--- src/rtl/fbf_pkg.sv ---
package fbf_pkg;

  localparam int PAL_BYTES  = 512;
  localparam int OFF_SHORT  = 32;

  typedef enum logic [2:0] {
    ST_OFF,
    ST_IDLE,
    ST_PAL_REQ,
    ST_PAL_WAIT,
    ST_CHECK,
    ST_LINE
  } fbf_state_e;

  typedef struct packed {
    logic       ok;
    logic [4:0] bpp;
    logic [9:0] off;
  } depth_info_t;

endpackage

--- src/rtl/fbf_hdr_decode.sv ---
module fbf_hdr_decode
  import fbf_pkg::*;
(
  input  logic [2:0]  code,
  input  logic [1:0]  pal_mode,
  output depth_info_t info
);

  always_comb begin
    info.ok = 1'b1;
    unique case (code)
      3'd0:    begin info.ok = 1'b0; info.bpp = 5'd0; end
      3'd1:    info.bpp = 5'd2;
      3'd2:    info.bpp = 5'd4;
      3'd3:    info.bpp = 5'd8;
      default: info.bpp = 5'd16;
    endcase
    if (pal_mode == 2'd2)  info.off = '0;
    else if (code >= 3'd3) info.off = 10'(PAL_BYTES);
    else                   info.off = 10'(OFF_SHORT);
  end

endmodule

--- src/rtl/fbf_span_calc.sv ---
module fbf_span_calc #(
  parameter int unsigned AW    = 32,
  parameter int unsigned DIM_W = 11,
  parameter int unsigned SUB_W = 10
) (
  input  logic [DIM_W-1:0] width,
  input  logic [DIM_W-1:0] height,
  input  logic [4:0]       bpp,
  input  logic [9:0]       off,
  input  logic [AW-1:0]    top,
  input  logic [AW-1:0]    bot,
  input  logic             sub_on,
  input  logic             sub_is_start,
  input  logic [SUB_W-1:0] sub_line,
  output logic [AW-1:0]    stride,
  output logic [AW-1:0]    data_base,
  output logic             too_small,
  output logic [DIM_W-1:0] first_line,
  output logic [DIM_W-1:0] end_line
);

  localparam int PW = 2*DIM_W + 5;
  localparam int SW = DIM_W + 5;

  logic [PW-1:0] pix_bits;
  logic [SW-1:0] row_bits;
  logic [AW:0]   need;
  logic [AW:0]   room;

  always_comb begin
    pix_bits   = PW'(width) * PW'(height) * PW'(bpp);
    row_bits   = SW'(width) * SW'(bpp);
    stride     = AW'(row_bits >> 3);
    need       = (AW+1)'(off) + (AW+1)'(pix_bits >> 3);
    room       = {1'b0, bot - top} + (AW+1)'(2);
    too_small  = need > room;
    first_line = (sub_on && sub_is_start)  ? DIM_W'(sub_line) : '0;
    end_line   = (sub_on && !sub_is_start) ? DIM_W'(sub_line) : height;
    data_base  = top + AW'(off) + stride * AW'(first_line);
  end

endmodule

--- src/rtl/fbf_fetch_seq.sv ---
module fbf_fetch_seq
  import fbf_pkg::*;
#(
  parameter int unsigned   AW     = 32,
  parameter int unsigned   DIM_W  = 11,
  parameter int unsigned   SUB_W  = 10,
  parameter logic [AW-1:0] MEM_LO = '0,
  parameter logic [AW-1:0] MEM_HI = 'h1_0000
) (
  input  logic             clk,
  input  logic             rst_n,
  input  logic             cfg_wr,
  input  logic             cfg_en,
  input  logic [1:0]       cfg_pal_mode,
  input  logic             cfg_dual,
  input  logic [DIM_W-1:0] cfg_width,
  input  logic [DIM_W-1:0] cfg_height,
  input  logic             sub_on,
  input  logic             sub_is_start,
  input  logic [SUB_W-1:0] sub_line,
  input  logic [AW-1:0]    buf0_top,
  input  logic [AW-1:0]    buf0_bot,
  input  logic [AW-1:0]    buf1_top,
  input  logic [AW-1:0]    buf1_bot,
  input  logic             frame_start,
  output logic             rd_valid,
  output logic [AW-1:0]    rd_addr,
  output logic [AW-1:0]    rd_len,
  input  logic             rd_ready,
  input  logic             hdr_valid,
  input  logic [2:0]       hdr_depth,
  output logic             enabled,
  output logic             buf_sel,
  output logic             buf_idle,
  output logic             frame_done,
  output logic             pal_done,
  output logic             sync_err,
  output logic [2:0]       dma_cond
);

  // reset synchronizer: asserts at once, releases on a clock edge
  logic rst_meta_n, rst_sync_n;
  always_ff @(posedge clk or negedge rst_n) begin
    if (!rst_n) begin
      rst_meta_n <= 1'b0;
      rst_sync_n <= 1'b0;
    end else begin
      rst_meta_n <= 1'b1;
      rst_sync_n <= rst_meta_n;
    end
  end

  fbf_state_e       state_q, state_d;
  logic             en_q, en_d;
  logic             sel_q, sel_d;
  logic             idle_q, idle_d;
  logic             fdone_q, fdone_d;
  logic             pdone_q, pdone_d;
  logic             serr_q, serr_d;
  logic [2:0]       cond_q, cond_d;
  logic [2:0]       hdr_q, hdr_d;
  logic [AW-1:0]    laddr_q, laddr_d;
  logic [AW-1:0]    lstride_q, lstride_d;
  logic [DIM_W-1:0] lidx_q, lidx_d;
  logic [DIM_W-1:0] lend_q, lend_d;

  depth_info_t      dinfo;
  logic [AW-1:0]    cur_top, cur_bot;
  logic [AW-1:0]    sp_stride, sp_base;
  logic             sp_small;
  logic [DIM_W-1:0] sp_first, sp_end;
  logic [DIM_W:0]   lidx_inc;
  logic             bounds_ok, cfg_change;

  function automatic logic in_win(input logic [AW-1:0] a);
    return (a - MEM_LO) < (MEM_HI - MEM_LO);
  endfunction

  assign cur_top = sel_q ? buf1_top : buf0_top;
  assign cur_bot = sel_q ? buf1_bot : buf0_bot;

  fbf_hdr_decode u_dec (
    .code     (hdr_q),
    .pal_mode (cfg_pal_mode),
    .info     (dinfo)
  );

  fbf_span_calc #(.AW(AW), .DIM_W(DIM_W), .SUB_W(SUB_W)) u_span (
    .width        (cfg_width),
    .height       (cfg_height),
    .bpp          (dinfo.bpp),
    .off          (dinfo.off),
    .top          (cur_top),
    .bot          (cur_bot),
    .sub_on       (sub_on),
    .sub_is_start (sub_is_start),
    .sub_line     (sub_line),
    .stride       (sp_stride),
    .data_base    (sp_base),
    .too_small    (sp_small),
    .first_line   (sp_first),
    .end_line     (sp_end)
  );

  assign bounds_ok  = in_win(buf0_top) && in_win(buf0_bot) &&
                      (!cfg_dual || (in_win(buf1_top) && in_win(buf1_bot)));
  assign cfg_change = cfg_wr && (cfg_en != en_q);
  assign lidx_inc   = {1'b0, lidx_q} + 1'b1;

  // next-state process
  always_comb begin
    state_d   = state_q;
    en_d      = en_q;
    sel_d     = sel_q;
    idle_d    = idle_q;
    fdone_d   = fdone_q;
    pdone_d   = pdone_q;
    serr_d    = serr_q;
    cond_d    = cond_q;
    hdr_d     = hdr_q;
    laddr_d   = laddr_q;
    lstride_d = lstride_q;
    lidx_d    = lidx_q;
    lend_d    = lend_q;
    if (cfg_change && cfg_en) begin
      if (!bounds_ok) begin
        cond_d[2] = 1'b1;
      end else begin
        en_d    = 1'b1;
        state_d = ST_IDLE;
        if (idle_q) begin
          idle_d  = 1'b0;
          sel_d   = 1'b0;
          fdone_d = 1'b0;
          pdone_d = 1'b0;
        end
      end
    end else if (cfg_change) begin
      en_d    = 1'b0;
      idle_d  = 1'b1;
      serr_d  = 1'b0;
      state_d = ST_OFF;
      if (cfg_pal_mode != 2'd1) fdone_d = 1'b1;
    end else begin
      unique case (state_q)
        ST_IDLE: begin
          if (frame_start && cfg_pal_mode != 2'd1)
            state_d = (cfg_pal_mode == 2'd2) ? ST_CHECK : ST_PAL_REQ;
        end
        ST_PAL_REQ: begin
          if (rd_ready) state_d = ST_PAL_WAIT;
        end
        ST_PAL_WAIT: begin
          if (hdr_valid) begin
            hdr_d   = hdr_depth;
            pdone_d = 1'b1;
            state_d = ST_CHECK;
          end
        end
        ST_CHECK: begin
          if (!dinfo.ok) begin
            state_d = ST_IDLE;
          end else if (sp_small) begin
            serr_d  = 1'b1;
            en_d    = 1'b0;
            state_d = ST_OFF;
          end else begin
            cond_d[sel_q] = 1'b1;
            if (cfg_dual) sel_d = ~sel_q;
            laddr_d   = sp_base;
            lstride_d = sp_stride;
            lidx_d    = sp_first;
            lend_d    = sp_end;
            state_d   = (sp_first < sp_end) ? ST_LINE : ST_IDLE;
          end
        end
        ST_LINE: begin
          if (rd_ready) begin
            laddr_d = laddr_q + lstride_q;
            lidx_d  = lidx_inc[DIM_W-1:0];
            if (lidx_inc >= {1'b0, lend_q}) state_d = ST_IDLE;
          end
        end
        default: state_d = ST_OFF;
      endcase
    end
  end

  // register process
  always_ff @(posedge clk or negedge rst_sync_n) begin
    if (!rst_sync_n) begin
      state_q   <= ST_OFF;
      en_q      <= 1'b0;
      sel_q     <= 1'b0;
      idle_q    <= 1'b1;
      fdone_q   <= 1'b0;
      pdone_q   <= 1'b0;
      serr_q    <= 1'b0;
      cond_q    <= '0;
      hdr_q     <= '0;
      laddr_q   <= '0;
      lstride_q <= '0;
      lidx_q    <= '0;
      lend_q    <= '0;
    end else begin
      state_q   <= state_d;
      en_q      <= en_d;
      sel_q     <= sel_d;
      idle_q    <= idle_d;
      fdone_q   <= fdone_d;
      pdone_q   <= pdone_d;
      serr_q    <= serr_d;
      cond_q    <= cond_d;
      hdr_q     <= hdr_d;
      laddr_q   <= laddr_d;
      lstride_q <= lstride_d;
      lidx_q    <= lidx_d;
      lend_q    <= lend_d;
    end
  end

  assign rd_valid   = (state_q == ST_PAL_REQ) || (state_q == ST_LINE);
  assign rd_addr    = (state_q == ST_PAL_REQ) ? cur_top : laddr_q;
  assign rd_len     = (state_q == ST_PAL_REQ) ? AW'(PAL_BYTES) : lstride_q;
  assign enabled    = en_q;
  assign buf_sel    = sel_q;
  assign buf_idle   = idle_q;
  assign frame_done = fdone_q;
  assign pal_done   = pdone_q;
  assign sync_err   = serr_q;
  assign dma_cond   = cond_q;


  req_hold_chk: assert property (@(posedge clk) disable iff (!rst_sync_n)
    (rd_valid && !rd_ready && !cfg_wr) |=> (rd_valid && $stable(rd_addr) && $stable(rd_len)));


  sync_off_chk: assert property (@(posedge clk) disable iff (!rst_sync_n)
    $rose(sync_err) |-> !enabled);


  idle_marker_chk: assert property (@(posedge clk) disable iff (!rst_sync_n)
    buf_idle |-> !enabled);


  no_req_off_chk: assert property (@(posedge clk) disable iff (!rst_sync_n)
    !enabled |-> !rd_valid);


  pal_after_hdr_chk: assert property (@(posedge clk) disable iff (!rst_sync_n)
    $rose(pal_done) |-> $past(hdr_valid));

endmodule

--- config.mk ---
export PLATFORM = sky130hd
export DESIGN_NAME = fbf_fetch_seq
export DESIGN_NICKNAME = d
export VERILOG_FILES = /design/src/rtl/fbf_pkg.sv /design/src/rtl/fbf_hdr_decode.sv /design/src/rtl/fbf_span_calc.sv /design/src/rtl/fbf_fetch_seq.sv
export SDC_FILE = /design/constraint.sdc
export NUM_CORES = 1
export LEC_CHECK = 0
export BUFFER_PORTS_ARGS = -buffer_cell sky130_fd_sc_hd__buf_2
export CORE_ASPECT_RATIO = 1.1
export CORE_UTILIZATION = 55
export CTS_CLUSTER_SIZE = 25
export DETAILED_ROUTE_END_ITERATION = 8
export PLACE_DENSITY = 0.75
export REMOVE_ABC_BUFFERS = 1
export SETUP_SLACK_MARGIN = 0.1
export SYNTH_ARGS = -nofsm -noshare
export SYNTH_HDL_FRONTEND = slang
export SYNTH_HIERARCHICAL = 1
export SYNTH_SLANG_ARGS = --single-unit
--- constraint.sdc ---
create_clock -name clk -period 6.95 [get_ports clk]
set_input_delay 1.0425 -clock clk [delete_from_list [all_inputs] [get_ports clk]]
set_output_delay 1.0425 -clock clk [all_outputs]
set_load 0.05 [all_outputs]
* Word-level counts from Yosys, hierarchy flattened
Cells that the tools add are included. W data, S select, Z words.
Word-level totals: register bits 84, bits of input ports 175, output and inout bits 74, logic and storage cells 172
Cells by class: add/subtract/negate cells 7, $mul 4, order comparisons 10, equality and inequality tests 27, mux-type cells 66, bitwise logic cells 6, reductions and logical operators 36
Operator list (count):
- $mux W32 | 6
- $lt A32 B17 Y1 const B | 4
- $pmux W32 S2 | 1
- $mux W3 | 16
- $mux W11 | 4
- $add A32 B2 Y33 const B | 1
- $gt A33 B33 Y1 | 1
- $add A32 B10 Y32 | 1
- $add A32 B13 Y32 | 1
- $add A32 B23 Y32 | 1
- $sub A32 B32 Y32 | 1
- $mux W1 | 31
- $mux W10 | 3
- $mul A22 B5 Y27 | 1
- $add A10 B24 Y25 | 1
- $mul A13 B10 Y23 | 1
- $mul A11 B11 Y22 | 1
- $pmux W11 S2 | 1
- $ne A4 B4 Y1 const B | 5
- $pmux W5 S4 | 1
- $reduce_bool A2 Y1 | 9
- $mul A11 B5 Y16 | 1
- $ne A2 B2 Y1 const B | 8
- $reduce_and A4 Y1 | 4
- other kinds (27) | 52

* Longest topological paths before layout
depth after elaboration 10, depth in mapped cells 53, gate-level depth less buffers 52

* Hierarchy
Netlist, hierarchy kept.
Modules (own cells, without submodules):
- fbf_span_calc | times used 1, cells each 2190, area each 17630.7 sq um, seq. area each 0.0 sq um
- fbf_fetch_seq | times used 1, cells each 982, area each 8166.6 sq um, seq. area each 2578.7 sq um
- fbf_hdr_decode | times used 1, cells each 19, area each 127.6 sq um, seq. area each 0.0 sq um

* Worst setup path after synthesis
Ideal clock, no wire load.
path kind input-to-reg, start in cfg_height[4], end reg laddr_q[20], setup time 135 ps, arrival 11688 ps, data required time 6815 ps, slack -4873 ps, cell stages on the path 49, buffers on the path 3, path through clkbuf_1 > nand2_1 > fa_1 > fa_1 > fa_1 > inv_1 > fa_1 > inv_1 > fa_1 > inv_1 > ha_1 > nand2_1 > o21ai_0 > a41oi_1 > a2111oi_0 > o21a_1 > o21ai_0 > nor2b_1 > [13 not listed] > a21oi_1 > xor2_1 > xnor2_1 > ha_1 > a21o_1 > a21o_1 > a21oi_1 > o21ai_0 > o21ai_0 > nor4_1 > o211a_1 > nor3b_1 > a21oi_1 > or3_1 > clkbuf_1 > clkbuf_1 > a21oi_1 > o21ai_0
On the way: word-level cells in the longest chain between the ends 6
Ends and longest elaborated chain:
- start: declaration | RTL line fbf_fetch_seq.sv:17 | input logic [DIM_W-1:0] cfg_height,
- $mul A11 B11 Y22 | RTL line fbf_span_calc.sv:31 | pix_bits = PW'(width) * PW'(height) * PW'(bpp);
- $mul A22 B5 Y27 | RTL line fbf_span_calc.sv:31
- $add A10 B24 Y25 | RTL line fbf_span_calc.sv:34 | need = (AW+1)'(off) + (AW+1)'(pix_bits >> 3);
- $gt A33 B33 Y1 | RTL line fbf_span_calc.sv:36 | too_small = need > room;
- net sp_small | RTL line fbf_fetch_seq.sv:70 | logic sp_small;
- $ne A2 B2 Y1 (no line)
- $reduce_and A6 Y1 (no line)
- end signal: assignment | RTL line fbf_fetch_seq.sv:215 | laddr_q <= laddr_d;
- end: declaration | RTL line fbf_fetch_seq.sv:62 | logic [AW-1:0] laddr_q, laddr_d;
The timed path passes the listed nets, and every way through them passes these cells. A chain may end at the register's enable or synchronous reset.

* Worst setup path in the final report
start in cfg_height[2], end reg laddr_q[11]
Same word-level chain as after synthesis.

==> impl_results.md <==
- Post-synthesis sequential area ratio: 9.95%
- Die Ht: 230 um
- Seq. cell area: 2580 um2
- CP max stage delay: 0.53 ns
- Ports: about 250
- Rel. slew slack: between 20% and 30%
- GR Overflow Total: 0
- Routed Antenna Nets: 0
- Initial antenna violation count: 2
- CP endpoint kind: register
- Min Hold Slack: around 0.33 ns
- Initial DRC count: roughly 2100
- Rows: 83
- Avg Cell Area, Syn: 8.12 um2
- Root Buffer: clkbuf_16
- CP dominant cell by count: fa_1
- # DRC: 0
- Post-synth top area share: roughly 22%
- Area growth syn-to-layout: 28.7%
- Setup CP Type: input pin to register
- WP data arrival: 11.91 ns
- Most frequent cell after synthesis: nand2_1
- I/O Buffers: approximately 250
- Final Hold Fails: 0
- Final period util: 168%
- MaxCap Viol Count: 0
- Layout fillers: 3400
- Final WS setup: -4.70 ns
- N_diodes: 0
- Top cells by count, synth: 440 x nand2_1, 426 x inv_1, 297 x ha_1
- Yosys warning total: 6
- Ys flop type: dfrtp_1
- Layout cells sized above 1: ~30%
- Vias/cell: 5.79
- Minimum clock period: 11.65 ns
- EDFF count, synth: 0
- Hold Path Class: register to register
- Worst slew pin tran: 1.15 ns
- CP max stage cell: fa_1
- Seq cells post-synth: between 100 and 150
- Worst-path clk slew: 0.08 ns
- Total number of vias: 25800
- Syn Std Cell Area: 25900 um2
- Startpoint type of the worst setup path: input pin
- Clk Latency, worst-skew pair: 0.38 ns
- Nets@finish: ~4600
- Place WS: -5.55 ns
- Post-synth ARST share: 100%
- Largest net degree at the start of global routing: 65
- Layout Utilization: between 70 and 80%
- Status: complete, but fails checks
- Total GRT Usage: 34.6%
- FMAX: 85.8 MHz
- Slew Limit Fails: 0
- Die Width: roughly 210 um
- Syn Inst Count: 3191
- Final setup viols: 93
- Gpl congestion: a little under 1
- CTS buffer count: 9
- Initial Util: 55.6%
- Routed wire length: 86600 um
- H-tree levels: 3
- Vias in the first global route: roughly 26000
- CTS tree: built
- CTS Hold Bufs: 0
- Drt pass-1 iters: 6
- Failing checks: negative setup slack
- Area leader, netlist: fa_1
- CP Max Fanout: 5
- Post-Route Skew: 0.0232 ns
- Yosys cell types: 85
- Die Area: 48000 um2
- Clock Sinks: 103
- Dpl hpwl: between 60000 and 70000 um
- Req. time, crit path: approximately 7 ns
- Largest buffer count on any clock path: 2
- First-pass GRT wire length: about 130000 um
- RSZ-0062 raised after global routing: yes
- Core region area: 46600 um2
- Synth area leaders: fa_1 22%, ha_1 14%, dfrtp_1 9.8%
- Multi-input gate area: between 20000 and 25000 um2
- Avg WL per Cell: approximately 19 um
layout by cell type (no fill, tap or decap), types with 99 or more instances in the layout:
cell / n
buf_4: 487
nand2_1: 408
inv_1: 398
fa_1: 284
ha_1: 276
buf_2: 231
and2_1: 198
nor2_1: 151
a21oi_1: 133
mux2_2: 111
dfrtp_1: 100
xnor2_1: 99
critical path: cells and delay by family:
kind	cells	cell delay, ns
buf+inv	13	1.53
compound gates	13	2.24
xor+xnor	2	0.64
fa+ha+maj	11	4.53
simple gates	9	1.94
what timing repair did:
action | 4_1_cts | 5_1_grt
cloned | 7 | 2
resized for setup | 228 | 178
endpoints found under the setup margin | 93 | 93
pin swaps | 135 | 160
buffers inserted | 32 | 27
flip-flops by register name, indices dropped and copies added, names as in the netlist:
| register | flops |
|---|---|
| buf_sel | 1 |
| sync_err | 1 |
| lstride_q | 32 |
| dma_cond | 3 |
| lidx_q | 11 |
| rst_sync_n | 1 |
| buf_idle | 1 |
| state_q | 3 |
| enabled | 1 |
| hdr_q | 3 |
| rst_meta_n | 1 |
| lend_q | 11 |
| frame_done | 1 |
| pal_done | 1 |
| laddr_q | 32 |
final timing paths:
check | depth (start not counted) | startpoint | slack (ns) | endpoint
max | 48 | cfg_height[2] | -4.70 | laddr_q[11]$_DFFE_PN0P_
min | 0 | rst_meta_n$_DFF_PN0_ | 0.33 | rst_sync_n$_DFF_PN0_
max reg2reg | 39 | hdr_q[0]$_DFFE_PN0P_ | -3.34 | laddr_q[28]$_DFFE_PN0P_
min reg2reg | 0 | rst_meta_n$_DFF_PN0_ | 0.33 | rst_sync_n$_DFF_PN0_
max in group asynchronous | 1 | rst_sync_n$_DFF_PN0_ | 5.32 | buf_sel$_DFFE_PN0P_
min in group asynchronous | 0 | rst_sync_n$_DFF_PN0_ | 0.39 | lend_q[9]$_DFFE_PN0P_
routing by layer:
| metal | GRT usage, % | share of wire [%] |
|---|---|---|
| met1 | 42.2 | 38 |
| met4 | 18.1 | 6.1 |
| met3 | 4.55 | 7.3 |
| met2 | 59.6 | 48 |
| met5 | 0 | 0.025 |
cell families after synthesis:
group,synth area share (%)
xor gates and xnor gates,5.88
muxes,4.96
DFF,9.95
AOI/OAI and AO/OA,12.8
adders and majority gates,36.7
buffers and inverters,8.80
and+or+nand+nor,20.8
other,0.0434
through the flow:
stage / std cells / area [um2] / TNS (ns)
4_1_cts: 4435 / 32500 / -375.97
6_report: 4463 / 33400 / -419.46
2_1_floorplan: 3069 / 25300 / -493.08
3_3_place_gp: 4380 / 30900 / -475.86
5_1_grt: 4463 / 33400 / -455.80
3_5_place_dp: 4380 / 30900 / -497.33
final cells by class:
cell class / count / area share, %
sequential: 103 / 7.74
inverter: 426 / 4.79
clock buffer: 10 / 0.716
timing repair buffer: 782 / 17.2
clock inverter: 6 / 0.221
tap: 595 / 2.23
multi-input combinational: 2541 / 67.1
Power is not shown: default switching activity piles up to over one toggle a cycle in this logic, so the estimate is an artifact.
